[src/rtl/gir_pkg.sv]
package gir_pkg;
  localparam int NCH    = 8;
  localparam int IDX_W  = 8;
  localparam int FILT_W = 4;
  localparam int DATA_W = 32;
  localparam int PER_WORD = DATA_W / IDX_W;

  localparam logic [1:0] W_MODE = 2'd0;
  localparam logic [1:0] W_SELA = 2'd1;
  localparam logic [1:0] W_SELB = 2'd2;
  localparam logic [1:0] W_FILT = 2'd3;

  typedef struct packed {
    logic [IDX_W-1:0] idx;
    logic             both;
    logic             edge_en;
    logic             inv;
  } chan_cfg_t;
endpackage

[src/rtl/gir_sync.sv]
module gir_sync #(
  parameter int W = 256
) (
  input  logic         clk,
  input  logic         rst_n,
  input  logic [W-1:0] d,
  output logic [W-1:0] q
);
  logic [W-1:0] meta;

  always_ff @(posedge clk or negedge rst_n) begin
    if (!rst_n) begin
      meta <= '0;
      q    <= '0;
    end else begin
      meta <= d;
      q    <= meta;
    end
  end
endmodule

[src/rtl/gir_regs.sv]
module gir_regs
  import gir_pkg::*;
#(
  parameter int ADDR_W = 6
) (
  input  logic                 clk,
  input  logic                 rst_n,
  input  logic                 wr,
  input  logic                 rd,
  input  logic [ADDR_W-1:0]    addr,
  input  logic [DATA_W-1:0]    wdata,
  output logic [DATA_W-1:0]    rdata,
  output chan_cfg_t [NCH-1:0]  cfg
);
  localparam int TOP_W = ADDR_W - 4;

  logic [NCH-1:0]    edge_r, both_r, inv_r;
  logic [DATA_W-1:0] sela_r, selb_r, filt_r;
  logic              hit;
  logic [1:0]        word;
  logic [DATA_W-1:0] rd_val;

  assign hit  = (addr[ADDR_W-1 -: TOP_W] == '0);
  assign word = addr[3:2];

  always_ff @(posedge clk or negedge rst_n) begin
    if (!rst_n) begin
      edge_r <= '0;
      both_r <= '0;
      inv_r  <= '0;
      sela_r <= '0;
      selb_r <= '0;
      filt_r <= '0;
    end else if (wr && hit) begin
      case (word)
        W_MODE: begin
          edge_r <= wdata[NCH-1:0];
          both_r <= wdata[2*NCH-1:NCH];
          inv_r  <= wdata[3*NCH-1:2*NCH];
        end
        W_SELA:  sela_r <= wdata;
        W_SELB:  selb_r <= wdata;
        default: filt_r <= wdata;
      endcase
    end
  end

  always_comb begin
    rd_val = '0;
    if (hit) begin
      case (word)
        W_MODE:  rd_val = {{(DATA_W-3*NCH){1'b0}}, inv_r, both_r, edge_r};
        W_SELA:  rd_val = sela_r;
        W_SELB:  rd_val = selb_r;
        default: rd_val = filt_r;
      endcase
    end
    rdata = rd ? rd_val : '0;
  end

  for (genvar c = 0; c < NCH; c++) begin : g_cfg
    if (c < PER_WORD) begin : g_a
      assign cfg[c].idx = sela_r[(c % PER_WORD)*IDX_W +: IDX_W];
    end else begin : g_b
      assign cfg[c].idx = selb_r[(c % PER_WORD)*IDX_W +: IDX_W];
    end
    assign cfg[c].both    = both_r[c];
    assign cfg[c].edge_en = edge_r[c];
    assign cfg[c].inv     = inv_r[c];
  end

  // an index written to the low select word reaches channel 0
  a_r2_sel_lands: assert property (@(posedge clk) disable iff (!rst_n)
    (wr && hit && word == W_SELA) |=> cfg[0].idx == $past(wdata[IDX_W-1:0]));

  // writes outside the mapped window leave every channel setting alone
  a_r11_unmapped_stable: assert property (@(posedge clk) disable iff (!rst_n)
    (wr && !hit) |=> $stable(cfg));
endmodule

[src/rtl/gir_chan.sv]
module gir_chan
  import gir_pkg::*;
#(
  parameter int NUM_PADS = 256
) (
  input  logic                clk,
  input  logic                rst_n,
  input  logic [NUM_PADS-1:0] pads,
  input  chan_cfg_t           cfg,
  output logic                irq
);
  chan_cfg_t cfg_q;
  logic      sel, smp, prev_q, prev_eff, chg, nxt;

  always_comb begin
    sel = 1'b0;
    if (int'(cfg.idx) < NUM_PADS) sel = pads[cfg.idx];
  end

  assign smp      = sel ^ (cfg.inv & ~cfg.both);
  assign chg      = (cfg != cfg_q);
  assign prev_eff = chg ? smp : prev_q;

  always_comb begin
    if (cfg.both)         nxt = smp ^ prev_eff;
    else if (cfg.edge_en) nxt = smp & ~prev_eff;
    else                  nxt = smp;
  end

  always_ff @(posedge clk or negedge rst_n) begin
    if (!rst_n) begin
      irq    <= 1'b0;
      prev_q <= 1'b0;
      cfg_q  <= '0;
    end else begin
      irq    <= nxt;
      prev_q <= smp;
      cfg_q  <= cfg;
    end
  end

  // in level mode the output tracks the selected pad, inverted on request
  a_r4_level_follow: assert property (@(posedge clk) disable iff (!rst_n)
    (!cfg.edge_en && !cfg.both && !chg) |=> irq == $past(sel ^ cfg.inv));

  // a single-edge pulse lasts exactly one cycle while the settings hold
  a_r6_single_pulse: assert property (@(posedge clk) disable iff (!rst_n)
    (irq && cfg_q.edge_en && !cfg_q.both && !chg) |=> !irq);

  // reconfiguring into an edge mode never fires by itself
  a_r9_no_false_edge: assert property (@(posedge clk) disable iff (!rst_n)
    (chg && (cfg.edge_en || cfg.both)) |=> !irq);
endmodule

[src/rtl/gpio_irq_router.sv]
module gpio_irq_router
  import gir_pkg::*;
#(
  parameter int NUM_PADS = 256,
  parameter int ADDR_W   = 6
) (
  input  logic                clk,
  input  logic                rst_n,
  input  logic                reg_wr,
  input  logic                reg_rd,
  input  logic [ADDR_W-1:0]   reg_addr,
  input  logic [DATA_W-1:0]   reg_wdata,
  output logic [DATA_W-1:0]   reg_rdata,
  input  logic [NUM_PADS-1:0] pad_in,
  output logic [NCH-1:0]      chan_irq
);
  chan_cfg_t [NCH-1:0] cfg;
  logic [NUM_PADS-1:0] pad_s;

  gir_regs #(.ADDR_W(ADDR_W)) u_regs (
    .clk   (clk),
    .rst_n (rst_n),
    .wr    (reg_wr),
    .rd    (reg_rd),
    .addr  (reg_addr),
    .wdata (reg_wdata),
    .rdata (reg_rdata),
    .cfg   (cfg)
  );

  gir_sync #(.W(NUM_PADS)) u_sync (
    .clk   (clk),
    .rst_n (rst_n),
    .d     (pad_in),
    .q     (pad_s)
  );

  for (genvar c = 0; c < NCH; c++) begin : g_ch
    gir_chan #(.NUM_PADS(NUM_PADS)) u_chan (
      .clk   (clk),
      .rst_n (rst_n),
      .pads  (pad_s),
      .cfg   (cfg[c]),
      .irq   (chan_irq[c])
    );
  end
endmodule

[config.mk]
export PLATFORM = sky130hd
export DESIGN_NAME = gpio_irq_router
export DESIGN_NICKNAME = d
export VERILOG_FILES = /design/src/rtl/gir_pkg.sv /design/src/rtl/gir_sync.sv /design/src/rtl/gir_regs.sv /design/src/rtl/gir_chan.sv /design/src/rtl/gpio_irq_router.sv
export SDC_FILE = /design/constraint.sdc
export NUM_CORES = 1
export LEC_CHECK = 0
export BUFFER_PORTS_ARGS = -buffer_cell sky130_fd_sc_hd__buf_2
export CAP_MARGIN = 20
export CELL_PAD_IN_SITES_DETAIL_PLACEMENT = 1
export CELL_PAD_IN_SITES_GLOBAL_PLACEMENT = 1
export CORE_ASPECT_RATIO = 0.8
export CORE_MARGIN = 5
export CORE_UTILIZATION = 50
export CTS_BUF_LIST = sky130_fd_sc_hd__clkbuf_2
export CTS_CLUSTER_DIAMETER = 80
export DETAILED_ROUTE_END_ITERATION = 8
export PLACE_DENSITY_LB_ADDON = 0.12
export SYNTH_ARGS = -nofsm -noshare
export SYNTH_HDL_FRONTEND = slang
export SYNTH_SLANG_ARGS = --single-unit
export TNS_END_PERCENT = 20
[constraint.sdc]
create_clock -name clk -period 4.2 [get_ports clk]
set_input_delay 0 -clock clk [delete_from_list [all_inputs] [get_ports clk]]
set_output_delay 0 -clock clk [all_outputs]
set_load 0.05 [all_outputs]
==> results of run 1 <==
-- cells by family after synthesis --
group | count (synthesis)
AOI/OAI and AO/OA | 328
xor gates and xnor gates | 96
buffers and inverters | 270
muxes | 830
and+or+nand+nor | 477
DFF | 736
adders and majority gates | 8
-- synth_stat cells, types with 7 or more instances --
cell type and number:
o32ai_1 9, buf_2 56, o221ai_1 7, clkbuf_1 93, mux2_2 147, a311oi_1 7, a21oi_1 20, a211oi_1 11
buf_1 25, nor2_1 52, or4_1 8, mux2i_1 215, nand2_1 121, and3_1 30, buf_4 39, nand2b_1 12
ha_1 8, o22a_1 8, mux4_2 466, and2_1 12, inv_1 28, buf_6 19, a211o_1 10, nor4_1 29
or3_1 9, dfrtp_1 736, xor2_1 88, o22ai_1 59, a22o_1 17, a31oi_1 13, nand3_1 57, a22oi_1 43
nor3_1 28, a32oi_1 7, or3b_2 9, nor2b_1 44, a221oi_1 12, o21ai_0 44, xnor2_1 8, nand4_1 16
nand3b_1 25, o211ai_1 12
-- per-stage QoR --
| step | hold slack (ns) | area (µm²) | TNS [ns] | std cells |
|---|---|---|---|---|
| 2_1_floorplan | -0.296 | 40100 | 0 | 2745 |
| 3_3_place_gp | 0.107 | 44600 | -0.0611 | 4183 |
| 3_5_place_dp | 0.109 | 44600 | -0.287 | 4183 |
==> metrics.txt, run 1 <==
largest family of logic cells by synthesized area multiplexers; xor-xnor portion of the synthesized cell area 2.10%; Distinct cells, synth 76; Detailed Place HPWL 132000 µm; syn_area_per_cell 14.6 µm²; warnings from Yosys 0; hold buffer count at CTS 895; H-tree levels 4; Setup Slack @ Placement -0.287 ns; Synth top area share 46.0%; Post-Synth Adder-Cell Area 0.250%; Synth Net Count 3051; error that ended the run [ERROR RSZ-0060] Max buffer count reached.; maximum root-to-sink buffer count 3; last stage reached 4_1_cts; routability-driven placement congestion ratio 1.09; die height 263 µm; top_reg_cell synth dfrtp_1; PortBufs 335; Syn Inst Count 2745; compound-gate portion of the synthesized area 5.98%; post-synthesis mux area share 35.8%; simple-gate share of the synthesized area 6.44%; number of synthesized flops with an enable pin 0; flops & latches, synth 736; # IOs 338; largest cells by area after synthesis dfrtp_1 (46%), mux4_2 (26%), mux2i_1 (5.4%); Yosys top cell by area dfrtp_1; Async SR Flop Fraction 100%; register area share after synthesis 46.0%; PostCTS Resize Cnt 2; status did not finish; row count 92; Starting Density 50.7%; CTS Sinks 736; Setup Buffers After CTS 0; Mapped Area 40100 µm²; Die X 326 µm; CTS Buf Count 170; clock tree root buffer cell clkbuf_2
==> run 2, diff against run 1 <==
- CELL_PAD_IN_SITES_DETAIL_PLACEMENT: 1 -> unset
- CELL_PAD_IN_SITES_GLOBAL_PLACEMENT: 1 -> unset
- CORE_ASPECT_RATIO: 0.8 -> unset
- CORE_UTILIZATION: 50 -> 35
- CTS_BUF_LIST: sky130_fd_sc_hd__clkbuf_2 -> unset
- CTS_CLUSTER_DIAMETER: 80 -> unset
- PLACE_DENSITY_LB_ADDON: 0.12 -> 0.15
==> run 2 against run 1 <==
Compared with the run above:
- the flow now finishes without violations
- area after synthesis stayed put
- synthesized cell count unchanged
==> metrics.txt, run 2 <==
status completed; max_slew headroom 38.7%; Crit. End Element flip-flop; syn_area_per_cell 14.6 µm² (unchanged); Max Freq 0.244 GHz; Synth top cells by count dfrtp_1 (736), mux4_2 (466), mux2i_1 (215); Detailed Place HPWL 134000 µm (+1.6%); # IOs 338 (unchanged); flops & latches, synth 736 (unchanged); clk_lat worst skew 0.69 ns; post-route ant nets 0; Synth top area share 46.0% (unchanged); Yosys top cell by area dfrtp_1; DRT Pass-1 Iters 7; Filler cells 9952; register area share after synthesis 46.0% (unchanged); Final Total Pwr 0.0277 W; layout cell share with drive strength beyond 1 37.5%; number of synthesized flops with an enable pin 0 (unchanged); Total GRT Usage 29.5%; CTS Sinks 736 (unchanged); routability-driven placement congestion ratio 1.01 (-6.9%); total power per unit cell area 517 nW/µm²; drt drc 0; vias 31.9k; fin crit share 97.6%; Area Growth Syn to Fin 33.4%; Setup CP Type reg -> reg; maximum root-to-sink buffer count 3 (unchanged); largest cells by area after synthesis dfrtp_1 (46%), mux4_2 (26%), mux2i_1 (5.4%); leakage 22.2 nW; Syn Inst Count 2745 (unchanged); row count 124 (+35%); global-route wire length before repair 255000 µm; H-tree levels 3 (-1); PortBufs 335 (unchanged); clock tree root buffer cell clkbuf_16; CP required 4.74 ns; largest net degree at the start of global routing 153; CP bufs+invs 4; Mapped Area 40100 µm² (unchanged); Final Critical Period 4.10 ns; Async SR Flop Fraction 100% (unchanged); CTS tree yes; Critical Path Fanout Max 16; warnings from Yosys 0 (unchanged); Die X 348 µm (+6.7%); CTS Buf Count 79 (-54%); reg2reg setup slack 0.10 ns; initial antenna violation count 10; slowest cell delay on critical path 0.83 ns; core box area 114000 µm²; RSZ-0062 raised after global routing no; wire per inst 33.7 µm; final setup vio count 0; Final Slew Violations 0; die height 348 µm (+32%); Clock Skews 0.0335 ns; top-count cell post-synth dfrtp_1; # nets final 4101; Overflow after GRT 0; most common cell after layout, fill and taps aside dfrtp_1; vias in the first global route 33.2k; First DRT Iteration DRCs 3186; most frequent cells in the layout dfrtp_1 (720), dlygate4sd3_1 (545), mux4_2 (466), buf_2 (334), buf_4 (285); final WL 181000 µm; crit path DAT 4.64 ns; type of the worst min-delay path in -> async; Regs by FF count u_sync.meta (256), u_sync.q (256), g_ch.u_chan.cfg_q (88); setup_tns 0 ns; worst IR drop on VDD 0.311 mV; crit-path leading delay family compound AO/OA/AOI/OAI gates; Final Hold Viols 0; top_reg_cell synth dfrtp_1; slowest stage cell, crit path dfrtp_1; Vias/cell 5.94; clk slew on worst S/H paths 0.08 ns; Max-Cap Viols 0; Worst Tran Pin Value 0.920 ns; die area 121000 µm²; Starting Density 35.1% (-16 points); sequence of cells on the critical path clkinv_1 > buf_12 > mux2i_1 > buf_4 > o211ai_1 > a32oi_1 > a22oi_1 > nand3_1 > buf_12 > xnor2_1 > mux2i_1 > ha_1 > nand3_1 > o21ai_0 > a211o_1; Setup crit start kind flip-flop; Synth Net Count 3051 (unchanged); Distinct cells, synth 76 (unchanged)
==> run 2: cell counts after synthesis <==
Identical to the previous run, type by type.
==> run 2: worst paths after layout <==
path / end / startpoint / cells after the start
max: g_ch[1].u_chan.irq / u_regs.sela_r[10] / 15
min: u_regs.selb_r[0] / rst_n / 2
max reg2reg: g_ch[1].u_chan.irq / u_regs.sela_r[10] / 15
min reg2reg: u_sync.q[49] / u_sync.meta[49] / 0
max in group asynchronous: u_sync.q[61] / rst_n / 3
min in group clk: u_regs.selb_r[29] / reg_wdata[29] / 4
==> run 2: kinds of logic after synthesis <==
kind of cell	count (synthesis)	share of synthesized area (%)
DFF	736	46.0
adders and majority gates	8	0.250
muxes	830	35.8
AOI/OAI and AO/OA	328	5.98
buffers and inverters	270	3.51
and+or+nand+nor	477	6.44
xor gates and xnor gates	96	2.10
==> run 2: area by class of cell <==
cell class | instances | area (µm²) | share of cell area (%)
multi-input combinational | 1739 | 20300 | 37.9
inverter | 35 | 131 | 0.246
tap | 1512 | 1890 | 3.54
timing repair buffer | 1204 | 10100 | 18.8
clock buffer | 105 | 2280 | 4.26
sequential | 736 | 18500 | 34.5
antenna | 3 | 7.51 | 0.0140
clock inverter | 39 | 374 | 0.700
==> run 2: stage by stage <==
stage	instances	setup WS (ns)	utilization (%)	cell area, µm²	hold slack, ns
after floorplan	2745	0.979	-	40100	-0.296
after global placement	4672	0.137	39.7	45300	0.108
after detailed placement	4672	0.178	39.7	45300	0.109
after CTS	5361	0.118	46.8	53400	0.00922
after global routing	5370	0.00277	46.9	53500	0.0596
final	5373	0.101	46.9	53500	0.00143
==> run 2: power by group <==
group	switching [W]	internal, W	total, W
registers	0.00147	0.00789	0.00936
clock network	0.00297	0.00405	0.00702
logic	0.00593	0.00535	0.0113
==> run 2: what timing repair did <==
item,in CTS,in global routing
hold endpoints to repair,487,0
gates resized for setup,0,2
buffers inserted,0,9
hold buffers,545,0
endpoints found under the setup margin,0,3
==> run 2: per-layer routing <==
| layer | global-route usage [%] | vias up | share of wire, % | wire (µm) |
|---|---|---|---|---|
| li1 | - | 13000 | - | - |
| met1 | 39.8 | 17000 | 41 | 73500 |
| met2 | 46.6 | 1664 | 46 | 83800 |
| met3 | 7.10 | 301 | 8.9 | 16100 |
| met4 | 11.3 | 6 | 4.2 | 7620 |
| met5 | 0 | - | 0.021 | 38 |
(Power assumes the default switching activity.)
